===== config.mk =====
export PLATFORM = sky130hd
export DESIGN_NAME = pio_strobe_timer
export DESIGN_NICKNAME = d
export VERILOG_FILES = /design/src/rtl/pio_strobe_timer.sv
export SDC_FILE = /design/constraint.sdc
export NUM_CORES = 1
export LEC_CHECK = 0
export ABC_AREA = 0
export ABC_CLOCK_PERIOD_IN_PS = 3040
export BUFFER_PORTS_ARGS = -buffer_cell sky130_fd_sc_hd__clkbuf_2
export CORE_MARGIN = 1.5
export CORE_UTILIZATION = 53
export CTS_CLUSTER_DIAMETER = 40
export CTS_CLUSTER_SIZE = 28
export DETAILED_ROUTE_END_ITERATION = 6
export GPL_TIMING_DRIVEN = 0
export PLACE_DENSITY_LB_ADDON = 0.3
export SKIP_CTS_REPAIR_TIMING = 1
export SYNTH_ARGS = -nofsm -noshare
export SYNTH_HDL_FRONTEND = slang
export SYNTH_SLANG_ARGS = --single-unit

===== constraint.sdc =====
create_clock -name clk -period 3.04 [get_ports clk]
set_input_delay 0.304 -clock clk [delete_from_list [all_inputs] [get_ports clk]]
set_output_delay 0.304 -clock clk [all_outputs]
set_load 0.05 [all_outputs]

===== src/rtl/pio_strobe_timer.sv =====
module pio_strobe_timer #(
  parameter int DW = 16
) (
  input  logic          clk,
  input  logic          rst_n,
  input  logic          start_i,
  input  logic          write_i,
  input  logic          cmd_sel_i,
  input  logic [7:0]    data_tmg_i,
  input  logic [7:0]    cmd_tmg_i,
  input  logic          iordy_i,
  input  logic          iordy_en_i,
  input  logic [DW-1:0] dd_i,
  output logic          cs_o,
  output logic          rd_stb_o,
  output logic          wr_stb_o,
  output logic          busy_o,
  output logic          done_o,
  output logic [DW-1:0] rdata_o
);

  typedef enum logic [1:0] {P_IDLE, P_SETUP, P_ACT, P_HOLD} phase_t;

  phase_t      ph;
  logic [3:0]  cnt;
  logic [7:0]  tmg_q;
  logic        wr_q;
  logic        done_q;
  logic [DW-1:0] rdata_q;

  // Each decoder returns the phase length minus one.
  function automatic logic [3:0] setup_m1(input logic [7:0] b);
    return {2'b00, b[7:6]};
  endfunction

  function automatic logic [3:0] act_m1(input logic [7:0] b);
    case (b[2:0])
      3'd5:    return 4'd7;
      3'd6:    return 4'd11;
      3'd7:    return 4'd15;
      default: return {1'b0, b[2:0]} + 4'd1;
    endcase
  endfunction

  function automatic logic [3:0] hold_m1(input logic [7:0] b);
    case (b[5:3])
      3'd6:    return 4'd7;
      3'd7:    return 4'd11;
      default: return {1'b0, b[5:3]};
    endcase
  endfunction

  wire [7:0] tmg_sel  = cmd_sel_i ? cmd_tmg_i : data_tmg_i;
  wire       last     = (cnt == 4'd0);
  wire       wait_rdy = iordy_en_i && !iordy_i;
  wire       capture  = (ph == P_ACT) && last && !wait_rdy && !wr_q;

  always_ff @(posedge clk or negedge rst_n) begin
    if (!rst_n) begin
      ph      <= P_IDLE;
      cnt     <= '0;
      tmg_q   <= '0;
      wr_q    <= 1'b0;
      done_q  <= 1'b0;
      rdata_q <= '0;
    end else begin
      done_q <= 1'b0;
      if (capture) rdata_q <= dd_i;
      case (ph)
        P_IDLE: if (start_i) begin
          ph    <= P_SETUP;
          tmg_q <= tmg_sel;
          wr_q  <= write_i;
          cnt   <= setup_m1(tmg_sel);
        end
        P_SETUP: if (last) begin
          ph  <= P_ACT;
          cnt <= act_m1(tmg_q);
        end else cnt <= cnt - 4'd1;
        P_ACT: if (!last) cnt <= cnt - 4'd1;
        else if (!wait_rdy) begin
          ph  <= P_HOLD;
          cnt <= hold_m1(tmg_q);
        end
        default: if (last) begin
          ph     <= P_IDLE;
          done_q <= 1'b1;
        end else cnt <= cnt - 4'd1;
      endcase
    end
  end

  assign busy_o   = (ph != P_IDLE);
  assign cs_o     = busy_o;
  assign rd_stb_o = (ph == P_ACT) && !wr_q;
  assign wr_stb_o = (ph == P_ACT) && wr_q;
  assign done_o   = done_q;
  assign rdata_o  = rdata_q;

  assert_strobe_excl_R11: assert property (@(posedge clk) disable iff (!rst_n)
    !(rd_stb_o && wr_stb_o));
  assert_strobe_in_cs_R11: assert property (@(posedge clk) disable iff (!rst_n)
    (rd_stb_o || wr_stb_o) |-> cs_o);
  assert_done_single_R8: assert property (@(posedge clk) disable iff (!rst_n)
    done_o |=> !done_o);
  assert_done_after_busy_R8: assert property (@(posedge clk) disable iff (!rst_n)
    $fell(busy_o) |-> done_o);
  assert_done_idle_R8: assert property (@(posedge clk) disable iff (!rst_n)
    done_o |-> !busy_o);
  assert_busy_needs_start_R9: assert property (@(posedge clk) disable iff (!rst_n)
    $rose(busy_o) |-> $past(start_i));
  assert_iordy_stretch_R6: assert property (@(posedge clk) disable iff (!rst_n)
    ((rd_stb_o || wr_stb_o) && last && iordy_en_i && !iordy_i) |=> (rd_stb_o || wr_stb_o));
  assert_strobe_then_hold_R3: assert property (@(posedge clk) disable iff (!rst_n)
    $fell(rd_stb_o || wr_stb_o) |-> (cs_o && !done_o));
  assert_rdata_hold_R10: assert property (@(posedge clk) disable iff (!rst_n)
    !rd_stb_o |=> $stable(rdata_o));

endmodule


==> metrics.md <==
| Metric | Value |
|---|---|
| Power share of the sequential group | 29.8% |
| Peak supply drop | about 0.00064 V |
| Setup total negative slack | 0 ns |
| Detail Placement HPWL | 2.73 mm |
| Residual DRC | 0 |
| TritonCTS Buffers | 5 |
| Crit path DAT | 1.88 ns |
| Max-slew headroom | 51.2% |
| Clk pwr share | 9.7% |
| Layout area overhead | 23.6% |
| CP delay by family, top | buffers and inverters |
| Die width | 58.9 um |
| Critical path class | register to output pin |
| Fin util | 68.1% |
| WL final | approximately 3.4 mm |
| Int Pwr | 1.23 mW |
| Final hold viol count | 0 |
| Drt wl/cell | 14.0 um |
| Final setup viols | 0 |
| Setup crit end kind | output pin |
| Flop-to-flop setup slack | about 1.0 ns |
| Multi-input combinational cell area | between 800 and 900 um^2 |
| Clock-pin slew on the worst setup and hold paths | 0.11 ns |
| Fin. max-slew vios | 0 |
| CP max-delay cell | dfrtp_1 |
| Core Region | 3000 um^2 |
| Worst Path Buf+Inv | 4 |
| Starting Density | 55.1% |
| Post-Syn Instances | 146 |
| Latest clock arrival within the worst-skew pair | 0.34 ns |
| #FFs+latches synth | 30 |
| FP Rows | 20 |
| Die area | 3470 um^2 |
| H-tree depth | 2 |
| Chip height | 58.9 um |
| Syn_area_per_cell | between 10 and 15 um^2 |
| Clk root buf | clkbuf_4 |
| NumNets Final | between 200 and 300 |
| Dominant cell type by area after synthesis | dfrtp_1 |
| CTS Buffer Depth | 2 |
| YS warnings | 0 |
| Psw | 1.28 mW |
| Req. time, crit path | 2.74 ns |
| Status | complete, no violations |
| Post-route clock period utilization | 71.7% |
| Antenna violations before repair | 0 |
| Net Count, Synth | 193 |
| CP peak stage delay | 0.42 ns |
| CP Launch Type | register |
| Main area contributors after synthesis | dfrtp_1 (45%), mux2_4 (9.1%), mux2_2 (6.1%) |
| Layout cells sized above 1 | 43.9% |
| Async SR Flop Fraction | 100% |
| Worst-Margin Slew | 0.732 ns |
| Vias in the first global route | 1347 |
| GR Util All Layers | 22.4% |
| Total Power | 2.52 mW |
| Drt pass-1 iters | 4 |
| EDFF count, synth | 0 |
| I/O Buffers | 58 |
| Routed Antenna Nets | 0 |
| Clock skew | between 0.006 and 0.007 ns |
| Vias/cell | 5.49 |
| Grt total ovfl | 0 |
| Final GP Congestion | roughly 0.85 |
| DR vias | 1345 |
| Share of the synthesized area in the top cell type | 45.4% |
| Crit-path cells | inv_1 -> ha_1 -> buf_2 -> inv_1 -> nor2_1 -> clkbuf_2 |
| Worst-path maximum fanout | 10 |
| Library cells used by synthesis | 34 |
| Worst min path class | primary input to asynchronous set/reset pin |
| # clock sinks | 30 |
| Fillers | 238 |
| Leak | 1.07 nW |
| Sw frac | about half |
| Comb power frac | 60.5% |
| CP dominant cell by count | inv_1 |
| CTS tree | yes |
| Antenna Cells | 0 |
| First-pass GRT wire length | 5.73 mm |
| RSZ-0062 raised after global routing | no |
| Minimum clock period after layout | ~2.2 ns |
| Starting DRT DRC Count | 39 |
| I/O Pins | 60 |
| Post-synthesis instance area | 1660 um^2 |
| FMAX | ~460 MHz |
| Register area | 751 um^2 |
| Largest net degree at the start of global routing | 31 |
| Sequential fraction of the synthesis area | between 40 and 50% |
| Power density over the cells | 1230 nW/um^2 |
| Dominant synthesized flop cell | dfrtp_1 |
| Number of max-cap violations | 0 |
==> cells by family (layout without fill, tap and decap cells) <==
| family | Yosys count | after routing | synth area share (%) |
|---|---|---|---|
| and+or+nand+nor | 34 | 34 | 11.3 |
| DFF | 30 | 30 | 45.4 |
| adders and majority gates | 8 | 8 | 6.05 |
| AOI/OAI and AO/OA | 28 | 28 | 11.5 |
| muxes | 29 | 29 | 21.2 |
| buffers and inverters | 17 | 83 | 4.61 |
==> state kept, by name, summed over array words and instances, names as in the netlist <==
name / flops
cnt: 4
done_o: 1
ph: 2
rdata_o: 16
tmg_q: 6
wr_q: 1
==> worst paths after layout <==
path / end / cells past startpoint / from
setup / recovery: rd_stb_o / 6 / ph[0]$_DFFE_PN0P_
hold / removal: done_o$_DFF_PN0_ / 1 / rst_n
setup reg to reg: rdata_o[12]$_DFFE_PN0P_ / 7 / cnt[0]$_DFFE_PN0P_
hold reg to reg: rdata_o[3]$_DFFE_PN0P_ / 1 / rdata_o[3]$_DFFE_PN0P_
max in group asynchronous: tmg_q[1]$_DFFE_PN0P_ / 1 / rst_n
min in group clk: rdata_o[1]$_DFFE_PN0P_ / 2 / dd_i[1]
==> cells in the mapped netlist, types with 3 or more instances <==
cell type  count
dfrtp_1       30
nor2_1        13
inv_1         12
mux2_4        10
mux2i_1       10
a21oi_1        9
mux2_2         9
ha_1           8
o21ai_0        6
nand2_1        5
nor3_1         5
a311oi_1       3
==> worst reg2reg max path, cell delays in order, from the launching register on <==
cell	delay, ns
dfrtp_1	0.42
inv_1	0.08
ha_1	0.24
or3b_4	0.44
a21oi_4	0.17
nand2_4	0.10
buf_6	0.18
mux2_4	0.30
==> power by group through the flow <==
stage | clock network (mW) | logic [mW] | registers, mW
6_report | 0.245 | 1.52 | 0.749
5_1_grt | 0.273 | 1.64 | 0.780
4_1_cts | 0.252 | 1.53 | 0.750
3_5_place_dp | 0 | 1.53 | 0.755
3_3_place_gp | 0 | 1.48 | 0.739
2_1_floorplan | 0 | 0.824 | 1.12
==> cell usage in the layout, fill, tap and decap left out <==
master | netlist | routed
mux2_2 | 9 | 9
nand3b_1 | 2 | 2
a311oi_1 | 3 | 3
mux2_4 | 10 | 10
or3_1 | 1 | 1
clkinv_2 | 0 | 1
o32ai_1 | 2 | 2
a32oi_1 | 1 | 1
clkbuf_2 | 0 | 58
and2_1 | 2 | 2
buf_6 | 1 | 1
clkbuf_4 | 0 | 5
dfrtp_1 | 30 | 30
ha_1 | 8 | 8
a21oi_4 | 1 | 1
inv_1 | 12 | 12
nand2_4 | 1 | 1
buf_4 | 1 | 1
buf_2 | 1 | 1
o21ai_0 | 6 | 6
buf_1 | 1 | 1
nand2b_1 | 1 | 1
or3b_4 | 1 | 1
mux2i_1 | 10 | 10
or2_2 | 1 | 1
clkbuf_1 | 1 | 1
a21oi_1 | 9 | 9
a211oi_1 | 1 | 1
or4b_1 | 1 | 1
o31ai_1 | 2 | 2
clkinvlp_4 | 0 | 1
a32o_1 | 1 | 1
nor3_1 | 5 | 5
nand2_1 | 5 | 5
nor2_1 | 13 | 13
o221ai_1 | 1 | 1
clkinv_4 | 0 | 1
o21ai_1 | 1 | 1
nor4b_2 | 1 | 1
==> per-stage QoR <==
| step | setup slack (ns) | hold slack, ns | instance area, um^2 | cells |
|---|---|---|---|---|
| global placement | 1.08 | 0.380 | 1990 | 237 |
| CTS | 0.840 | 0.0219 | 2050 | 245 |
| floorplan | 0.659 | 0.00841 | 1660 | 146 |
| detailed placement | 1.03 | 0.403 | 1990 | 237 |
| global route | 0.735 | 0.0445 | 2050 | 245 |
| finish | 0.860 | 0.000440 | 2050 | 245 |
==> area by class of cell <==
type | count | share of cell area (%)
Inverter | 12 | 2.20
Clock buffer | 5 | 1.83
Sequential cell | 30 | 36.7
Clock inverter | 3 | 1.04
Tap cell | 33 | 2.02
Buffer | 5 | 1.53
Timing Repair Buffer | 58 | 14.2
Multi-Input combinational cell | 99 | 40.5
==> per-layer routing <==
metal	up-vias	routed length (um)	GRT usage, %
li1	655	-	-
met2	50	1820	38.9
met5	-	0	0
met1	633	1380	25.4
met3	7	173	4.84
met4	0	54	12.7
Power figures use the tool's default switching activity.
